===== src/rtl/cpm_pkg.sv =====
package cpm_pkg;
  localparam int APIC_W    = 8;
  localparam int WIN_BYTES = (1 << APIC_W) / 8;
  localparam int WIN_AW    = $clog2(WIN_BYTES);
  localparam int WORD0_B   = 4;

  typedef struct packed {
    logic              setEn;
    logic [APIC_W-1:0] setIdx;
    logic              rdEn;
    logic [WIN_AW-1:0] rdByte;
  } dpCtl_t;
endpackage


===== src/rtl/cpm_control.sv =====
module cpm_control
  import cpm_pkg::*;
#(
  parameter int NUM_CPUS = 48
) (
  input  logic              clk,
  input  logic              rstN,
  input  logic              hotAddValid,
  input  logic [APIC_W-1:0] hotAddId,
  input  logic              gpeClr,
  input  logic [WIN_AW-1:0] hostAddr,
  input  logic              hostRd,
  input  logic              hostWr,
  input  logic [7:0]        hostWdata,
  output dpCtl_t            dpCtl,
  output logic              gpeSts,
  output logic              legacyMode
);
  localparam logic [APIC_W:0] CPU_LIM = (APIC_W+1)'(NUM_CPUS);

  logic              addOk;
  logic              inWord0;
  logic [WORD0_B-1:0] zeroSeen;
  logic [WORD0_B-1:0] zeroNext;
  logic [WORD0_B-1:0] hitMask;

  assign addOk   = hotAddValid && ({1'b0, hotAddId} < CPU_LIM);
  assign inWord0 = (hostAddr < WIN_AW'(WORD0_B));

  for (genvar i = 0; i < WORD0_B; i++) begin : g_hit
    assign hitMask[i] = (hostAddr == WIN_AW'(i));
  end

  always_comb begin
    zeroNext = zeroSeen;
    if (legacyMode && hostWr && inWord0) begin
      if (hostWdata == 8'h00) zeroNext = zeroSeen | hitMask;
      else                    zeroNext = '0;
    end
  end

  always_ff @(posedge clk) begin
    if (!rstN) begin
      zeroSeen   <= '0;
      legacyMode <= 1'b1;
    end else begin
      zeroSeen <= zeroNext;
      if (legacyMode && (&zeroNext)) legacyMode <= 1'b0;
    end
  end

  always_ff @(posedge clk) begin
    if (!rstN)       gpeSts <= 1'b0;
    else if (addOk)  gpeSts <= 1'b1;
    else if (gpeClr) gpeSts <= 1'b0;
  end

  always_comb begin
    dpCtl.setEn  = addOk;
    dpCtl.setIdx = hotAddId;
    dpCtl.rdEn   = hostRd;
    dpCtl.rdByte = hostAddr;
  end

  a_r4_gpe_after_add: assert property (@(posedge clk) disable iff (!rstN)
    (hotAddValid && ({1'b0, hotAddId} < CPU_LIM)) |=> gpeSts);
  a_r5_clr_wins_alone: assert property (@(posedge clk) disable iff (!rstN)
    (gpeClr && !hotAddValid) |=> !gpeSts);
  a_r10_mode_sticky: assert property (@(posedge clk) disable iff (!rstN)
    !legacyMode |=> !legacyMode);
  a_r9_nonzero_blocks: assert property (@(posedge clk) disable iff (!rstN)
    (legacyMode && hostWr && inWord0 && hostWdata != 8'h00) |=> legacyMode);
endmodule


===== src/rtl/cpm_datapath.sv =====
module cpm_datapath
  import cpm_pkg::*;
#(
  parameter int NUM_CPUS = 48
) (
  input  logic       clk,
  input  logic       rstN,
  input  dpCtl_t     dpCtl,
  output logic [7:0] rdData,
  output logic       rdValid
);
  logic [NUM_CPUS-1:0] present;
  logic [7:0]          byteArr [WIN_BYTES];

  for (genvar i = 0; i < NUM_CPUS; i++) begin : g_slot
    always_ff @(posedge clk) begin
      if (!rstN) present[i] <= 1'b0;
      else if (dpCtl.setEn && dpCtl.setIdx == APIC_W'(i)) present[i] <= 1'b1;
    end
  end

  for (genvar b = 0; b < WIN_BYTES; b++) begin : g_byte
    for (genvar k = 0; k < 8; k++) begin : g_bit
      if (b * 8 + k < NUM_CPUS) begin : g_pop
        assign byteArr[b][k] = present[b*8+k];
      end else begin : g_empty
        assign byteArr[b][k] = 1'b0;
      end
    end
  end

  always_ff @(posedge clk) begin
    if (!rstN) begin
      rdData  <= '0;
      rdValid <= 1'b0;
    end else begin
      rdValid <= dpCtl.rdEn;
      if (dpCtl.rdEn) rdData <= byteArr[dpCtl.rdByte];
    end
  end

  a_r3_never_cleared: assert property (@(posedge clk) disable iff (!rstN)
    ($past(present) & ~present) == '0);
  a_r7_read_valid: assert property (@(posedge clk) disable iff (!rstN)
    dpCtl.rdEn |=> rdValid);
  a_r2_bit_set: assert property (@(posedge clk) disable iff (!rstN)
    dpCtl.setEn |=> present != '0);
endmodule


===== src/rtl/hotadd_present_map.sv =====
module hotadd_present_map #(
  parameter int NUM_CPUS = 48
) (
  input  logic       clk,
  input  logic       rstN,
  input  logic       hotAddValid,
  input  logic [7:0] hotAddId,
  input  logic       gpeClr,
  input  logic [4:0] hostAddr,
  input  logic       hostRd,
  input  logic       hostWr,
  input  logic [7:0] hostWdata,
  output logic [7:0] hostRdata,
  output logic       hostRdValid,
  output logic       gpeSts,
  output logic       sciReq,
  output logic       legacyMode
);
  import cpm_pkg::*;

  initial begin
    if (NUM_CPUS < 1 || NUM_CPUS > (1 << APIC_W))
      $error("NUM_CPUS out of range");
  end

  dpCtl_t dpCtl;

  cpm_control #(.NUM_CPUS(NUM_CPUS)) uCtl (
    .clk(clk), .rstN(rstN),
    .hotAddValid(hotAddValid), .hotAddId(hotAddId), .gpeClr(gpeClr),
    .hostAddr(hostAddr), .hostRd(hostRd), .hostWr(hostWr), .hostWdata(hostWdata),
    .dpCtl(dpCtl), .gpeSts(gpeSts), .legacyMode(legacyMode)
  );

  cpm_datapath #(.NUM_CPUS(NUM_CPUS)) uDp (
    .clk(clk), .rstN(rstN), .dpCtl(dpCtl),
    .rdData(hostRdata), .rdValid(hostRdValid)
  );

  assign sciReq = gpeSts;

  a_r4_sci_follows: assert property (@(posedge clk) disable iff (!rstN)
    sciReq == gpeSts);
endmodule


===== config.mk =====
export PLATFORM = sky130hd
export DESIGN_NAME = hotadd_present_map
export DESIGN_NICKNAME = d
export VERILOG_FILES = /design/src/rtl/cpm_pkg.sv /design/src/rtl/cpm_control.sv /design/src/rtl/cpm_datapath.sv /design/src/rtl/hotadd_present_map.sv
export SDC_FILE = /design/constraint.sdc
export NUM_CORES = 1
export LEC_CHECK = 0
export BUFFER_PORTS_ARGS = -buffer_cell sky130_fd_sc_hd__buf_2
export CORE_MARGIN = 3
export CORE_UTILIZATION = 45
export DETAILED_ROUTE_END_ITERATION = 8
export HOLD_SLACK_MARGIN = 0.05
export PLACE_DENSITY = 0.73
export SLEW_MARGIN = 20
export SYNTH_ARGS = -nofsm -noshare
export SYNTH_HDL_FRONTEND = slang
export SYNTH_HIERARCHICAL = 1
export SYNTH_SLANG_ARGS = --single-unit

===== constraint.sdc =====
create_clock -name clk -period 2.1 [get_ports clk]
set_input_delay 0.21 -clock clk [delete_from_list [all_inputs] [get_ports clk]]
set_output_delay 0.21 -clock clk [all_outputs]
set_load 0.05 [all_outputs]

==> results of run 1 <==
## cell usage after synthesis (all sizes together), types with 3 or more instances
library cell	count
o22a	8
nand4b	4
a41oi	4
o21a	16
nand3	3
mux2i	16
nor4b	5
inv	3
nor3b	3
buf	26
o21ai	8
mux2	9
nor2	6
nor4	8
a31oi	33
dfxtp	63
nor2b	46
clkbuf	13
nor3	10
and4bb	4
a21oi	17
## cell type report
type | instances | area, sq um | share of cell area (%)
multi-input cells | 218 | 1560 | 45.1
repair buffers | 51 | 288 | 8.31
clock buffers | 13 | 159 | 4.59
flip-flops and latches | 63 | 1260 | 36.4
clock inverters | 3 | 65.1 | 1.88
inverters | 3 | 11.3 | 0.325
well taps | 93 | 116 | 3.36
## state kept, by name (all words and copies together) (netlist names)
name / flops
uDp/rdData: 8
uCtl/legacyMode: 1
uCtl/gpeSts: 1
uDp/byteArr: 48
uDp/rdValid: 1
uCtl/zeroSeen: 4
## worst max-delay path: stages
cell and delay, ps:
buf_2 130, nor2_1 100, nand2_1 60, a21oi_1 190
or3b_1 600, nor4_1 380, o21a_1 160
## stage by stage
stage	area (sq um)	power (mW)	utilization, %	cells
final	3460	2.59	52.7	444
after CTS	3460	2.61	52.7	444
after detailed placement	3240	1.42	49.3	428
after global routing	3460	2.68	52.7	444
after floorplan	3170	1.39	-	325
after global placement	3240	1.42	49.3	428
## power groups by stage
| stage | registers (mW) | clock network [mW] | logic [mW] |
|---|---|---|---|
| floorplan | 1.23 | 0 | 0.159 |
| global placement | 1.23 | 0 | 0.195 |
| detailed placement | 1.23 | 0 | 0.197 |
| CTS | 1.20 | 1.21 | 0.198 |
| global route | 1.20 | 1.27 | 0.213 |
| finish | 1.20 | 1.19 | 0.199 |
## how the worst max path moves through the flow
stage,from,endpoint
6_report,hotAddId[7],uDp/byteArr[247]
2_1_floorplan,hotAddId[7],uDp/byteArr[227]
4_1_cts,hotAddId[7],uDp/byteArr[247]
3_3_place_gp,hotAddId[7],uDp/byteArr[245]
3_5_place_dp,hotAddId[7],uDp/byteArr[245]
5_1_grt,hotAddId[7],uDp/byteArr[247]
## logic make-up after synthesis
group                  Yosys count  share of synthesized area (%)
AO/OA/AOI/OAI                   89                           18.5
buffers and inverters           44                           11.1
flip-flops                      63                           39.8
multiplexers                    25                           8.25
AND/OR/NAND/NOR                104                           22.4
## routing by layer
metal	wire, microns	vias up	GRT usage (%)	part of all wire (%)
met1	3250	1187	22.6	45
met5	0	-	0	0
met2	3590	49	30.8	50
met4	138	0	9.44	1.9
li1	-	1217	-	-
met3	264	14	3.34	3.6
==> summary.md, run 1 <==
| Metric | Value |
|---|---|
| Final RePlAce weighted congestion | `0.785` |
| Clock Tree Buf Depth | `2` |
| Hold crit path type | `input port to register` |
| First-pass GRT wire length | `between 10000 and 15000 microns` |
| Count of state elements after synthesis | `63` |
| Most common cell after layout, fill and taps aside | `dfxtp_1` |
| Nets@finish | `roughly 370` |
| Syn nets | `352` |
| FF-to-FF End | `uCtl/legacyMode` |
| Post-CTS sizing | `0` |
| Max IR drop VDD | `around 0.00036 V` |
| Critical Path AT | `1840 ps` |
| Worst-Margin Slew | `622 ps` |
| Initial Util | `roughly half` |
| DRC | `0` |
| Num rows | `29` |
| Routed vias | `2467` |
| Post-CTS Setup Bufs | `0` |
| Post-synth EDFFs | `0` |
| Max_slew headroom | `58.5%` |
| Skew final | `between 4 and 5 ps` |
| Crit start category | `input port` |
| Logic pwr share | `between 7 and 8%` |
| Die height | `roughly 90 microns` |
| Max cap viols | `0` |
| Global route overflow | `0` |
| Setup Slack @ Placement | `249 ps` |
| Critical path class | `input port to register` |
| Post-Syn Area per Cell | `about 9.8 sq um` |
| CTS sink cnt | `63` |
| CTS Hold Buffers Added | `0` |
| DRT iter0 DRCs | `202` |
| Switch share | `22.5%` |
| CTS tree | `done` |
| Core area | `6570 sq um` |
| PD cells | `747 nW/um^2` |
| H-tree depth | `3` |
| Internal cell power | `2.00 mW` |
| Ranking of synthesized cells by area | `dfxtp_1 40%, nor2b_1 9.1%, a31oi_1 6.5%, mux2i_1 5.1%, buf_4 4.0%` |
| TritonCTS buffer count | `9` |
| Unrepaired setup endpoints after global routing | `false` |
| Netlist cell types | `45` |
| Post-route antenna net violation count | `0` |
| Yosys top cell by area | `dfxtp_1` |
| WHS Path Cells | `3` |
| Commonest cells after routing, fill and taps aside | `63 x dfxtp_1, 46 x nor2b_1, 38 x buf_2` |
| Reg2Reg Depth | `3` |
| # setup viols final | `0` |
| Area Growth Syn to Fin | `9.28%` |
| R2r setup slk | `1100 ps` |
| Vias in the first global route | `2444` |
| CP max FO | `15` |
| Fillers | `just over 600` |
| Hold_ws | `186 ps` |
| Root buffer cell | `clkbuf_8` |
| I/O pin total | `39` |
| Die ar. | `8090 sq um` |
| Synth warn | `6` |
| Fin crit share | `74.0%` |
| Status | `completed` |
| Cell count after synthesis | `between 300 and 400` |
| CP endpoint kind | `register` |
| Final Worst Setup Slack | `546 ps` |
| First-pass detailed-route iteration total | `4` |
| Vias/cell | `5.56` |
| Initial antenna violation count | `0` |
| Fmax | `644 MHz` |
| Ys async rst share | `0%` |
| Ant diodes | `0` |
| Hold path start | `gpeClr` |
| Share of layout cells above drive strength 1 | `around 25%` |
| Largest net degree at the start of global routing | `30` |
| Sw Pwr | `a little under 600 uW` |
| Clock share of power | `46.0%` |
| Drt wl/cell | `~16 microns` |
| Dominant synthesized flop cell | `dfxtp_1` |
| Seq pwr share | `approximately 46%` |
| Final slew viol count | `0` |
| RR Startpoint | `uCtl/legacyMode` |
| Final Critical Period | `~1600 ps` |
| Drt total wl | `between 7000 and 8000 microns` |
| Die X | `89.9 microns` |
| Skew-Pair Late Insertion Delay | `340 ps` |
| WP data required | `2380 ps` |
| Register clock-pin slew on the reported worst setup and hold paths | `roughly 70 ps` |
| Final Hold Vio Count | `0` |
| Setup tns final | `0 ps` |
| Hpwl dp | `4820 microns` |
| Top-area cell type share of the netlist area | `39.8%` |
| Cell Area, Synth | `3170 sq um` |
| GR Util All Layers | `18.4%` |
| Hold endpoint | `uCtl/gpeSts` |
| Seq/Total Area, Yosys | `39.8%` |
| Leakage | `1.26 nW` |
| Port-buffer cells | `38` |
Note: power is estimated with default switching activity, not from simulation.
==> run 2, diff against run 1 <==
--- a/config.mk
+++ b/config.mk
@@ -5,6 +5,7 @@
 export SDC_FILE = /design/constraint.sdc
 export NUM_CORES = 1
 export LEC_CHECK = 0
+export ABC_AREA = 1
 export BUFFER_PORTS_ARGS = -buffer_cell sky130_fd_sc_hd__buf_2
 export CORE_MARGIN = 3
 export CORE_UTILIZATION = 45
==> constraint.sdc (replaced) <==
create_clock -name clk -period 1.6 [get_ports clk]
set_input_delay 0.16 -clock clk [delete_from_list [all_inputs] [get_ports clk]]
set_output_delay 0.16 -clock clk [all_outputs]
set_load 0.05 [all_outputs]
==> summary.md, run 2 <==
| Metric | Value |
|---|---|
| Post-synth EDFFs | `0 (unchanged)` |
| I/O pin total | `39 (unchanged)` |
| RR Startpoint | `uCtl/legacyMode` |
| Clock share of power | `39.8% (-6.2 points)` |
| Yosys top cell by area | `dfxtp_1` |
| GR Util All Layers | `19.5% (+1.1 points)` |
| Area Growth Syn to Fin | `11.2%` |
| Synth cell count leaders | `111 x nand2_1, 68 x inv_1, 63 x dfxtp_1, 41 x a21oi_1, 38 x nand3_1` |
| FF-to-FF End | `uCtl/legacyMode` |
| Drt total wl | `7160 microns (-1.1%)` |
| Fillers | `643 (+4.2%)` |
| Final Hold Vio Count | `0 (unchanged)` |
| Hold_ws | `99.3 ps (-86.6 ps)` |
| Routed vias | `2821 (+14%)` |
| Seq/Total Area, Yosys | `40.7% (+0.87 points)` |
| Max IR drop VDD | `0.000537 V (+51%)` |
| Fmax | `707 MHz` |
| Drt wl/cell | `13.0 microns (-20%)` |
| Syn nets | `473 (+34%)` |
| TritonCTS buffer count | `9 (unchanged)` |
| Netlist cell types | `28 (-38%)` |
| Skew-Pair Late Insertion Delay | `340 ps (about the same)` |
| Clock Tree Buf Depth | `2 (unchanged)` |
| Nets@finish | `498 (+34%)` |
| Core area | `6530 sq um (-0.55%)` |
| Critical Path AT | `1690 ps (-150 ps)` |
| Max_slew headroom | `66.8% (+8.4 points)` |
| Hold crit path type | `input port to register` |
| Critical Path End | `uDp/rdData[5]` |
| Commonest cells after routing, fill and taps aside | `111 x nand2_1, 68 x inv_1, 63 x dfxtp_1` |
| Vias/cell | `5.11 (-8.0%)` |
| Crit start category | `input port` |
| # setup viols final | `0 (unchanged)` |
| Root buffer cell | `clkbuf_8` |
| Final RePlAce weighted congestion | `0.867 (+10%)` |
| Critical path class | `input port to register` |
| Final Worst Setup Slack | `186 ps (-360 ps)` |
| Initial Util | `47.5% (-0.77 points)` |
| Status | `completed` |
| Die X | `89.0 microns (-1.0%)` |
| Max reg flops | `48 (unchanged)` |
| Cell count after synthesis | `446 (+37%)` |
| Skew final | `3.91 ps (-0.691 ps)` |
| Global route overflow | `0 (unchanged)` |
| H-tree depth | `3 (unchanged)` |
| Unrepaired setup endpoints after global routing | `false` |
| Ranking of synthesized cells by area | `dfxtp_1 41%, nand2_1 13%, inv_1 8.2%, a21oi_1 6.6%, nand3_1 6.1%` |
| R2r setup slk | `600 ps (-500 ps)` |
| Switch share | `24.9% (+2.3 points)` |
| First-pass GRT wire length | `11700 microns (-1.6%)` |
| CP max FO | `9 (-6)` |
| Share of layout cells above drive strength 1 | `19.8% (-4.7 points)` |
| Final Critical Period | `between 1000 and 1500 ps` |
| Worst Setup SP | `hostRd` |
| Cell Area, Synth | `3100 sq um (-2.1%)` |
| Count leader, synth | `nand2_1` |
| Ant diodes | `0 (unchanged)` |
| Internal cell power | `2.35 mW (+17%)` |
| Worst-Margin Slew | `497 ps (-125 ps)` |
| Num rows | `29 (unchanged)` |
| WP data required | `1870 ps (-510 ps)` |
| Synth warn | `6 (unchanged)` |
| Vias in the first global route | `2563 (+4.9%)` |
| DRT iter0 DRCs | `231 (+14%)` |
| CTS sink cnt | `63 (unchanged)` |
| CP endpoint kind | `register` |
| Fin crit share | `between 80% and 90%` |
| Final Power | `3.13 mW (+21%)` |
| Logic pwr share | `9.8% (+2.1 points)` |
| Die height | `89.0 microns (-1.0%)` |
| Largest net degree at the start of global routing | `48 (+60%)` |
| Register clock-pin slew on the reported worst setup and hold paths | `60 ps (about the same)` |
| Post-CTS Setup Bufs | `0 (unchanged)` |
| Hpwl dp | `4960 microns (+3.1%)` |
| Ys async rst share | `0% (unchanged)` |
| Reg2Reg Depth | `7 (+4)` |
| Leakage | `1.52 nW (+20%)` |
| Setup Slack @ Placement | `175 ps (-73.7 ps)` |
| Hold path start | `rstN` |
| Seq pwr share | `50.3% (+3.9 points)` |
| Sw Pwr | `779 uW (+34%)` |
| PD cells | `909 nW/um^2 (+22%)` |
| Port-buffer cells | `38 (unchanged)` |
| Setup tns final | `0 ps (unchanged)` |
| Count of state elements after synthesis | `63 (unchanged)` |
| Top-area cell type share of the netlist area | `40.7% (+0.87 points)` |
| Die ar. | `7920 sq um (-2.0%)` |
| Dominant synthesized flop cell | `dfxtp_1` |
| Most common cell after layout, fill and taps aside | `nand2_1` |
| Initial antenna violation count | `0 (unchanged)` |
| CTS tree | `done` |
| Post-Syn Area per Cell | `6.95 sq um (-29%)` |
| Final slew viol count | `0 (unchanged)` |
| Max cap viols | `0 (unchanged)` |
| First-pass detailed-route iteration total | `4 (unchanged)` |
| DRC | `0 (unchanged)` |
| Post-layout util | `52.8% (+0.063 points)` |
| Post-route antenna net violation count | `0 (unchanged)` |
run 2: cell count changes after synthesis, sizes merged, moves of 25 or more:
cell	change
nand2	+120
nand3	+37
inv	+66
a31oi	-25
nor2	+32
nor2b	-46
a21oi	+34
run 2: worst min-delay path by stage:
stage | endpoint | slack (ps) | depth (start not counted)
2_1_floorplan | uDp/rdValid | 260 | 2
3_3_place_gp | uDp/rdValid | 360 | 3
3_5_place_dp | uDp/rdValid | 360 | 3
4_1_cts | uDp/rdValid | 90 | 3
5_1_grt | uDp/rdValid | 110 | 3
6_report | uDp/rdValid | 100 | 3
run 2: what timing repair did:
action,4_1_cts,5_1_grt
setup endpoints to repair,0,8
gates resized for setup,0,1
hold buffers,1,0
hold endpoints to repair,1,0
run 2: critical path, cell delays in order:
cell	delay [ps]
dlygate4sd3_1	520
buf_2	110
clkinv_1	260
nor3_4	400
nand2_1	120
a21oi_1	120
run 2: area by class of cell:
class / instances / area [sq um] / area share (%)
inverters: 71 / 267 / 7.73
clock buffers: 15 / 176 / 5.12
repair buffers: 48 / 280 / 8.13
multi-input cells: 278 / 1370 / 39.7
flip-flops and latches: 63 / 1260 / 36.6
well taps: 77 / 96.3 / 2.79
run 2: kinds of logic after synthesis:
kind of cell / Yosys count / share of synthesized area (%)
simple gates: 209 / 30.2
buf+inv: 105 / 15.6
compound gates: 69 / 13.6
flops: 63 / 40.7
run 2: metal layers:
metal	wire (microns)	up-vias	global-route usage, %	share of wire (%)
li1	-	1439	-	-
met1	3300	1299	25.1	46
met2	3360	73	30.1	47
met3	369	10	4.52	5.2
met4	129	0	10.8	1.8
met5	0	-	0	0
run 2: power groups by stage:
| stage | combinational, mW | sequential [mW] | clock (mW) |
|---|---|---|---|
| CTS | 0.306 | 1.58 | 1.28 |
| detailed placement | 0.303 | 1.61 | 0 |
| global route | 0.342 | 1.58 | 1.34 |
| floorplan | 0.210 | 1.63 | 0 |
| global placement | 0.299 | 1.61 | 0 |
| finish | 0.308 | 1.58 | 1.25 |
run 2: through the flow:
step	cell area [sq um]	cells
final	3450	552
after global routing	3450	552
after CTS	3440	552
after detailed placement	3260	536
after global placement	3260	536
after floorplan	3100	446
==> run 3, diff against run 2 <==
--- a/config.mk
+++ b/config.mk
@@ -5,7 +5,6 @@
 export SDC_FILE = /design/constraint.sdc
 export NUM_CORES = 1
 export LEC_CHECK = 0
-export ABC_AREA = 1
 export BUFFER_PORTS_ARGS = -buffer_cell sky130_fd_sc_hd__buf_2
 export CORE_MARGIN = 3
 export CORE_UTILIZATION = 45
==> summary.md, run 3 (synthesis results as in run 1) <==
| Metric | Value |
|---|---|
| Routed vias | `2499 (-11%)` |
| Vias/cell | `5.53 (+8.2%)` |
| H-tree depth | `3 (unchanged)` |
| Multi-input logic area | `1560 sq um (+14%)` |
| Placed cells | `439 (-18%)` |
| Final Critical Period | `1260 ps (-154 ps)` |
| Post-CTS sizing | `0 (unchanged)` |
| # setup viols final | `0 (unchanged)` |
| WP data required | `1880 ps (about the same)` |
| Drt wl/cell | `15.5 microns (+19%)` |
| Final RePlAce weighted congestion | `0.787 (-9.3%)` |
| Crit-path cells | `buf_2 > nor2_1 > nand2_1 > a21oi_1 > or3b_1 > buf_4 > nor4_1 > o21a_1` |
| Drt total wl | `6990 microns (-2.4%)` |
| Max IR drop VDD | `0.000551 V (+2.5%)` |
| Critical path's largest stage delay | `360 ps (-160 ps)` |
| Critical Path End | `uDp/byteArr[246]` |
| Num rows | `29 (unchanged)` |
| Most common cell after layout, fill and taps aside | `dfxtp_1` |
| Max_slew headroom | `56.7% (-10 points)` |
| Worst Setup SP | `hotAddId[7]` |
| Final Hold Vio Count | `0 (unchanged)` |
| PD cells | `851 nW/um^2 (-6.3%)` |
| Area Growth Syn to Fin | `10.4%` |
| Skew final | `3.56 ps (-0.358 ps)` |
| Initial antenna violation count | `0 (unchanged)` |
| Internal cell power | `2.26 mW (-3.9%)` |
| Fillers | `619 (-3.7%)` |
| Clock Tree Buf Depth | `2 (unchanged)` |
| DRT iter0 DRCs | `133 (-42%)` |
| First-pass GRT wire length | `11800 microns (+1.1%)` |
| RR Startpoint | `uCtl/legacyMode` |
| Crit start category | `input port` |
| Register clock-pin slew on the reported worst setup and hold paths | `60 ps (about the same)` |
| CP endpoint kind | `register` |
| Critical path class | `input port to register` |
| Seq pwr share | `52.9% (+2.6 points)` |
| Ant diodes | `0 (unchanged)` |
| R2r setup slk | `600 ps (about the same)` |
| Vias in the first global route | `2377 (-7.3%)` |
| Worst-Margin Slew | `641 ps (+145 ps)` |
| Logic pwr share | `9.5% (-0.3 points)` |
| Global route overflow | `0 (unchanged)` |
| Hpwl dp | `4830 microns (-2.8%)` |
| CTS Hold Buffers Added | `0 (-1)` |
| Fmax | `794 MHz (+12%)` |
| DRC | `0 (unchanged)` |
| Register area | `1260 sq um (unchanged)` |
| Leakage | `1.29 nW (-15%)` |
| Post-route insts no fill | `452 (-18%)` |
| Commonest cells after routing, fill and taps aside | `63 x dfxtp_1, 46 x nor2b_1, 38 x buf_2` |
| CTS tree | `done` |
| Largest net degree at the start of global routing | `44 (-8.3%)` |
| Die height | `89.9 microns (+1.0%)` |
| Reg2Reg Depth | `3 (-4)` |
| CP max FO | `15 (+6)` |
| Fin crit share | `78.7% (-9.7 points)` |
| Crit-path slowest cell | `or3b_1` |
| Unrepaired setup endpoints after global routing | `false` |
| GR Util All Layers | `18.3% (-1.2 points)` |
| Skew-Pair Late Insertion Delay | `330 ps (about the same)` |
| Port-buffer cells | `38 (unchanged)` |
| Final slew viol count | `0 (unchanged)` |
| Hold crit path type | `input port to register` |
| Clock share of power | `37.6% (-2.2 points)` |
| Nets@finish | `384 (-23%)` |
| I/O pin total | `39 (unchanged)` |
| Switch share | `24.0% (-0.84 points)` |
| Root buffer cell | `clkbuf_8` |
| TritonCTS buffer count | `9 (unchanged)` |
| Die ar. | `8090 sq um (+2.0%)` |
| FF-to-FF End | `uCtl/legacyMode` |
| Post-route antenna net violation count | `0 (unchanged)` |
| Max reg flops | `48 (unchanged)` |
| Sw Pwr | `715 uW (-8.2%)` |
| Die X | `89.9 microns (+1.0%)` |
| Initial Util | `48.3% (+0.77 points)` |
| First-pass detailed-route iteration total | `4 (unchanged)` |
| Post-CTS Setup Bufs | `0 (unchanged)` |
| CTS sink cnt | `63 (unchanged)` |
| Hold_ws | `138 ps (+38.3 ps)` |
| Max cap viols | `0 (unchanged)` |
| Status | `completed` |
| Core area | `6570 sq um (+0.56%)` |
| Critical Path AT | `1540 ps (-150 ps)` |
| Share of layout cells above drive strength 1 | `26.5% (+6.7 points)` |
==> run 3: cell count changes in the layout (fill, tap and decap cells not counted), sizes merged, moves of 9 or more <==
cell,delta
inv,-66
mux2,+9
nand3,-37
a21oi,-34
nand2,-120
nor2,-32
o21a,+15
nor2b,+46
a31oi,+25
mux2i,+16
buf,+15
==> run 3: critical path, delay by kind of cell <==
family / cells / cell delay [ps]
and+or+nand+nor: 4 / 790
buffers and inverters: 2 / 300
AOI/OAI and AO/OA: 2 / 300
==> run 3: worst min-delay path by stage <==
stage	startpoint	endpoint	slack (ps)	cells past startpoint
final	gpeClr	uCtl/gpeSts	140	3
after global routing	gpeClr	uCtl/gpeSts	130	3
after CTS	gpeClr	uCtl/gpeSts	120	3
after detailed placement	uDp/byteArr[213]	uDp/byteArr[213]	450	1
after global placement	uDp/byteArr[227]	uDp/byteArr[227]	440	1
after floorplan	rstN	uCtl/gpeSts	280	1
==> run 3: area by class of cell <==
type,count,area share [%]
Multi-Input combinational cell,218,44.7
Tap cell,93,3.33
Clock inverter,2,0.286
Timing Repair Buffer,62,11.3
Sequential cell,63,36.1
Inverter,3,0.322
Clock buffer,11,4.04
==> run 3: layer usage <==
layer	share of wire, %	global-route usage, %	up-vias	wire, microns
met5	0	0	-	0
met4	0.80	5.74	0	56
met3	5.1	5.51	5	353
met2	49	29.5	63	3410
met1	45	23.5	1180	3170
li1	-	-	1251	-
==> run 3: per-stage QoR <==
step | cell area (sq um) | utilization [%] | TNS (ps) | setup WS [ps] | total power [mW]
after floorplan | 3170 | - | 0 | 102 | 1.83
after global placement | 3350 | 51.0 | 0 | 73.4 | 1.89
after detailed placement | 3350 | 51.0 | -2.98 | -2.98 | 1.89
after CTS | 3500 | 53.3 | 0 | 357 | 3.02
after global routing | 3500 | 53.3 | 0 | 192 | 3.11
final | 3500 | 53.3 | 0 | 341 | 2.98
==> run 3: power by group through the flow <==
stage	Sequential [mW]	Clock, mW	Combinational [mW]
2_1_floorplan	1.62	0	0.208
3_3_place_gp	1.61	0	0.278
3_5_place_dp	1.61	0	0.280
4_1_cts	1.57	1.16	0.281
5_1_grt	1.57	1.23	0.305
6_report	1.57	1.12	0.282
